===== src/rtl/wms_pkg.sv =====
package wms_pkg;

  localparam int SEL_W = 3;

  typedef enum logic [1:0] {
    REG_NONE = 2'd0,
    REG_ROM  = 2'd1,
    REG_RAM  = 2'd2
  } region_e;

  // Pattern byte for one ROM lane: shift the index by four bits per lane, mix in the seed byte.
  function automatic logic [31:0] rom_pattern(input logic [31:0] idx, input int lane,
                                              input logic [31:0] seed);
    logic [31:0] shifted;
    logic [31:0] key;
    shifted = idx >> (lane * 4);
    key     = seed >> (lane * 8);
    return (shifted ^ key) & 32'h0000_00FF;
  endfunction

  function automatic region_e region_of(input logic [SEL_W-1:0] sel,
                                        input logic [SEL_W-1:0] rom_code,
                                        input logic [SEL_W-1:0] ram_code);
    if (sel == rom_code)      return REG_ROM;
    else if (sel == ram_code) return REG_RAM;
    else                      return REG_NONE;
  endfunction

endpackage


===== src/rtl/wms_decode.sv =====
module wms_decode
  import wms_pkg::*;
#(
  parameter int ADDR_W    = 15,
  parameter int ROM_IDX_W = 12,
  parameter int RAM_IDX_W = 7,
  parameter logic [SEL_W-1:0] ROM_CODE = 3'b000,
  parameter logic [SEL_W-1:0] RAM_CODE = 3'b100
) (
  input  logic                 rst_n,
  input  logic                 mem_en_n,
  input  logic                 dbin,
  input  logic                 we_n,
  input  logic [ADDR_W-1:0]    bus_addr,
  output logic                 sel_rom,
  output logic                 sel_ram,
  output logic                 rd_cycle,
  output logic                 wr_cycle,
  output logic [ROM_IDX_W-1:0] rom_idx,
  output logic [RAM_IDX_W-1:0] ram_idx
);
  localparam int SEL_LSB = ADDR_W - SEL_W;

  region_e region;

  always_comb begin
    region   = region_of(bus_addr[ADDR_W-1:SEL_LSB], ROM_CODE, RAM_CODE);
    sel_rom  = (region == REG_ROM);
    sel_ram  = (region == REG_RAM);
    rd_cycle = rst_n && !mem_en_n && dbin && we_n;
    wr_cycle = rst_n && !mem_en_n && !dbin && !we_n;
    rom_idx  = bus_addr[ROM_IDX_W-1:0];
    ram_idx  = bus_addr[RAM_IDX_W-1:0];
  end

endmodule


===== src/rtl/wms_rom_lane.sv =====
module wms_rom_lane
  import wms_pkg::*;
#(
  parameter int          IDX_W  = 12,
  parameter int          LANE_W = 8,
  parameter int          LANE   = 0,
  parameter logic [31:0] SEED   = 32'h0000_A55A
) (
  input  logic [IDX_W-1:0]  idx,
  output logic [LANE_W-1:0] rbyte
);
  logic [31:0] pattern;

  always_comb begin
    pattern = rom_pattern(32'(idx), LANE, SEED);
    rbyte   = pattern[LANE_W-1:0];
  end

endmodule


===== src/rtl/wms_ram_lane.sv =====
module wms_ram_lane #(
  parameter int IDX_W  = 7,
  parameter int LANE_W = 8
) (
  input  logic              clk,
  input  logic              rst_n,
  input  logic              we,
  input  logic [IDX_W-1:0]  idx,
  input  logic [LANE_W-1:0] wbyte,
  output logic [LANE_W-1:0] rbyte
);
  localparam int DEPTH = 1 << IDX_W;

  logic [LANE_W-1:0] cells [DEPTH];

  always_ff @(posedge clk or negedge rst_n) begin
    if (!rst_n) begin
      for (int i = 0; i < DEPTH; i++) cells[i] <= '0;
    end else if (we) begin
      cells[idx] <= wbyte;
    end
  end

  assign rbyte = cells[idx];

endmodule


===== src/rtl/word_mem_subsys.sv =====
module word_mem_subsys
  import wms_pkg::*;
#(
  parameter int ADDR_W    = 15,
  parameter int DATA_W    = 16,
  parameter int LANE_W    = 8,
  parameter int ROM_IDX_W = 12,
  parameter int RAM_IDX_W = 7,
  parameter logic [SEL_W-1:0] ROM_CODE = 3'b000,
  parameter logic [SEL_W-1:0] RAM_CODE = 3'b100,
  parameter logic [DATA_W-1:0] SEED    = 16'hA55A
) (
  input  logic              clk,
  input  logic              rst_n,
  input  logic              mem_en_n,
  input  logic              dbin,
  input  logic              we_n,
  input  logic [ADDR_W-1:0] bus_addr,
  input  logic [DATA_W-1:0] wdata,
  output logic [DATA_W-1:0] rdata,
  output logic              rdata_oe
);
  localparam int LANES = DATA_W / LANE_W;

  // Named internal events, visible to the bound checker.
  logic                 sel_rom;
  logic                 sel_ram;
  logic                 rd_cycle;
  logic                 wr_cycle;
  logic                 ram_we;
  logic [ROM_IDX_W-1:0] rom_idx;
  logic [RAM_IDX_W-1:0] ram_idx;
  logic [DATA_W-1:0]    rom_word;
  logic [DATA_W-1:0]    ram_word;

  wms_decode #(
    .ADDR_W(ADDR_W), .ROM_IDX_W(ROM_IDX_W), .RAM_IDX_W(RAM_IDX_W),
    .ROM_CODE(ROM_CODE), .RAM_CODE(RAM_CODE)
  ) u_decode (
    .rst_n(rst_n), .mem_en_n(mem_en_n), .dbin(dbin), .we_n(we_n),
    .bus_addr(bus_addr), .sel_rom(sel_rom), .sel_ram(sel_ram),
    .rd_cycle(rd_cycle), .wr_cycle(wr_cycle),
    .rom_idx(rom_idx), .ram_idx(ram_idx)
  );

  assign ram_we = wr_cycle && sel_ram;

  // One byte-wide array per data lane; lane 0 is the lower byte.
  for (genvar g = 0; g < LANES; g++) begin : g_lane
    wms_rom_lane #(
      .IDX_W(ROM_IDX_W), .LANE_W(LANE_W), .LANE(g), .SEED(32'(SEED))
    ) u_rom (
      .idx(rom_idx), .rbyte(rom_word[g*LANE_W +: LANE_W])
    );

    wms_ram_lane #(.IDX_W(RAM_IDX_W), .LANE_W(LANE_W)) u_ram (
      .clk(clk), .rst_n(rst_n), .we(ram_we), .idx(ram_idx),
      .wbyte(wdata[g*LANE_W +: LANE_W]),
      .rbyte(ram_word[g*LANE_W +: LANE_W])
    );
  end

  always_comb begin
    rdata_oe = rd_cycle && (sel_rom || sel_ram);
    if (!rdata_oe)    rdata = '0;
    else if (sel_rom) rdata = rom_word;
    else              rdata = ram_word;
  end

endmodule


===== config.mk =====
export PLATFORM = sky130hd
export DESIGN_NAME = word_mem_subsys
export DESIGN_NICKNAME = d
export VERILOG_FILES = /design/src/rtl/wms_pkg.sv /design/src/rtl/wms_decode.sv /design/src/rtl/wms_rom_lane.sv /design/src/rtl/wms_ram_lane.sv /design/src/rtl/word_mem_subsys.sv
export SDC_FILE = /design/constraint.sdc
export NUM_CORES = 2
export LEC_CHECK = 0
export BUFFER_PORTS_ARGS = -buffer_cell sky130_fd_sc_hd__buf_4
export CAP_MARGIN = 20
export CELL_PAD_IN_SITES_DETAIL_PLACEMENT = 0
export CELL_PAD_IN_SITES_GLOBAL_PLACEMENT = 1
export CORE_MARGIN = 5
export CORE_UTILIZATION = 59
export DETAILED_ROUTE_END_ITERATION = 8
export MAX_ROUTING_LAYER = met4
export PLACE_DENSITY = 0.92
export SYNTH_ARGS = -nofsm -noshare
export SYNTH_HDL_FRONTEND = slang
export SYNTH_SLANG_ARGS = --single-unit

===== constraint.sdc =====
create_clock -name clk -period 3.85 [get_ports clk]
set_input_delay 0.1925 -clock clk [delete_from_list [all_inputs] [get_ports clk]]
set_output_delay 0.1925 -clock clk [all_outputs]
set_load 0.005 [all_outputs]

==> flow_summary.json <==
{
  "fp.dieW_um": 410,
  "synth_area_per_cell_um2": 14.8,
  "ant_nets": 0,
  "ys_types": 68,
  "final_nets": 6396,
  "dr.pass1.iters": 8,
  "cts_made_buffers": 204,
  "rsz0062_at_grt": "no",
  "fp.dieArea_um2": 168000,
  "maxCapViolCount": 0,
  "synth_edf_count": 0,
  "worst_slew_pin_slew_ns": 1.23,
  "grt_use_met2_pct": 49.4,
  "core_um2": 159000,
  "drc_errors": 0,
  "violations": "setup timing",
  "final.setup_skew_ns": 0,
  "cp_data_required_time_ns": 3.66,
  "yosysTopAreaCellShare_pct": 54.4,
  "largest-register": "g_lane.u_ram.cells",
  "initial_core_util_pct": 59.4,
  "hold_class": "input port to flip-flop",
  "tns_ns": -0.0830,
  "wl_per_cell_um": 32.6,
  "grt_use_met3_pct": 11.3,
  "power_density_nw_per_um2": 430,
  "crit_type": "input port to output pin",
  "finalCritPeriodShare_pct": 101,
  "ys.flop_type": "dfrtp_1",
  "setup_viol": 2,
  "timing.hold.ws_ns": 0.0226,
  "grt.met1_usage_pct": 45.5,
  "path_max_fanout": 29,
  "yosysWarnings": 0,
  "end_kind": "output pin",
  "dr_total_vias": 59900,
  "cts.htree.levels": 4,
  "grt_overflow": 0,
  "start_kind": "input port",
  "relSlewSlack_pct": 18.2,
  "status": "finished with violations",
  "num_rows": 146,
  "grt_max_degree": 191,
  "clockBufferDepth": 3,
  "clock_latency_ns": 0.87,
  "hold_viol": 0,
  "place.gp.congestion": 0.966,
  "period_needed_ns": 3.90,
  "maxSlewViolCount": 0,
  "grt_busiest_layer": "met2",
  "track_usage_pct": 34.6,
  "max_freq_mhz": 256,
  "power_leakage_nw": 50.8,
  "clk_pin_slew_ns": 0.06,
  "grt_pass1_wl_mm": 421,
  "syn_to_final_growth_pct": 11.1,
  "synth_seq_area_share_pct": 54.4,
  "rr_worst_depth": 1,
  "synth_fp_nets": 6418,
  "netlist_instances": 6382,
  "drive_gt1_share_pct": 50.4,
  "root_buffer": "clkbuf_16",
  "ys_seq_elements": 2048,
  "worst_slack_ns": -0.0548,
  "cts_tree": "yes",
  "grt_pass1_vias": 62400,
  "wirelength_mm": 281,
  "antenna_found_initial": 10,
  "via_per_inst": 6.96,
  "hpwl_mm": 175,
  "io_buffers": 52,
  "critical_path_arrival_ns": 3.71,
  "largest_register_ffs": 2048,
  "reg_top3": "g_lane.u_ram.cells (2048)",
  "synthesis.area_um2": 94200,
  "ys_async_sr_fraction_pct": 100,
  "synth_top_area_cell": "dfrtp_1",
  "cts_num_sinks": 2048,
  "drt_iter0_markers": 7175,
  "pin_count": 53,
  "die_h_um": 410,
  "vdd_drop_max_mv": 0.393,
  "synth_area_leaders": "dfrtp_1 54%, mux2_2 25%, mux4_2 6.6%",
  "hold_path_depth": 2
}
logic make-up (layout without fill, tap and decap cells):
logic type             Yosys count  count (layout)  synth area share [%]
AOI/OAI and AO/OA              685             685                  5.46
buffers and inverters          625             778                  3.23
DFF                           2048            2048                  54.4
muxes                         2613            2613                  34.3
other                            0               8                     0
and+or+nand+nor                411             411                  2.60
per-layer routing:
layer / share of wire (%) / routed length [um] / vias up
met5: 0 / 0 / -
met4: 5.6 / 15600 / 0
met3: 12 / 32500 / 898
met2: 44 / 124000 / 3329
met1: 39 / 109000 / 31800
li1: - / - / 23900
critical path, stage by stage:
cell       delay, ns
buf_8           0.33
and2_4          0.45
buf_12          0.22
buf_4           0.24
a22oi_1         0.13
o22ai_1         0.23
a211oi_1        0.10
o2111ai_1       0.70
o211ai_1        0.21
a221oi_2        0.50
buf_4           0.19
buf_4           0.10
layout by cell type (no fill, tap or decap), drive strengths merged, types with 21 or more instances in the layout:
cell	instances
mux2	2123
dfrtp	2048
buf	379
clkbuf	303
mux4	278
mux2i	212
a221oi	207
nor2	179
nand2	135
a22oi	103
o21ai	92
a21oi	63
clkinv	47
o22ai	44
nand3	37
o211ai	31
a221o	21
synth_stat cells (8+ instances only):
| master | n |
|---|---|
| mux2_2 | 2121 |
| dfrtp_1 | 2048 |
| clkbuf_1 | 302 |
| mux4_2 | 278 |
| mux2i_1 | 212 |
| a221oi_1 | 206 |
| buf_2 | 181 |
| a22oi_1 | 103 |
| buf_4 | 98 |
| nand2_1 | 92 |
| o21ai_0 | 92 |
| nor2_1 | 83 |
| a21oi_1 | 63 |
| nor2_4 | 52 |
| nor2_2 | 44 |
| o22ai_1 | 44 |
| nand2_2 | 37 |
| nand3_1 | 35 |
| o211ai_1 | 31 |
| a221o_1 | 21 |
| buf_1 | 21 |
| nor3_1 | 17 |
| buf_6 | 14 |
| a2111oi_0 | 13 |
| a31oi_1 | 13 |
| o221ai_1 | 13 |
| a22o_1 | 11 |
| o311ai_0 | 10 |
| o2111ai_1 | 8 |
area by class of cell:
type | instances | area, um^2
flip-flops and latches | 2048 | 51200
fillers | 10800 | 53900
clock buffers | 303 | 5990
diodes | 8 | 20.0
multi-input cells | 3709 | 40000
repair buffers | 388 | 3660
well taps | 2072 | 2590
inverters | 9 | 41.3
clock inverters | 78 | 1040
path summary, 6_finish.rpt:
check                                                                to  slack [ns]                                    start
min in group asynchronous        g_lane[1].u_ram.cells[711]$_DFFE_PN0P_        0.66                                    rst_n
worst min-delay path             g_lane[0].u_ram.cells[337]$_DFFE_PN0P_        0.02                                 wdata[1]
worst max register to register   g_lane[1].u_ram.cells[821]$_DFFE_PN0P_        3.04   g_lane[1].u_ram.cells[821]$_DFFE_PN0P_
worst min register to register  g_lane[0].u_ram.cells[1022]$_DFFE_PN0P_        0.49  g_lane[0].u_ram.cells[1022]$_DFFE_PN0P_
max in group asynchronous        g_lane[0].u_ram.cells[316]$_DFFE_PN0P_        1.00                                    rst_n
worst max-delay path                                           rdata[3]       -0.05                              bus_addr[0]
repair_timing:
item	CTS	global route
hold buffers	10	0
resized for setup	5	11
buffers inserted	0	0
pin swaps	0	1
endpoints found under the hold margin	1150	0
setup endpoints to repair	4	9
report_power, final:
group / total (mW) / internal (mW) / switching, mW
sequential: 21.6 / 21.6 / 0.0256
clock: 20.7 / 12.0 / 8.75
combinational: 2.68 / 0.666 / 2.01
total: 45.0 / 34.2 / 10.8
per-stage QoR:
step                util, %  setup slack (ns)  area, um^2  power, mW  std cells
finish                 66.0           -0.0548      105000       45.0       8615
global route           66.0            0.0148      105000       46.2       8614
global placement       61.4            -0.290       97300       24.5       8214
CTS                    65.9            0.0173      104000       45.0       8605
detailed placement     61.4            -0.233       97300       24.6       8214
floorplan                 -              1.57       94200       23.2       6382
Power figures use the tool's default switching activity.
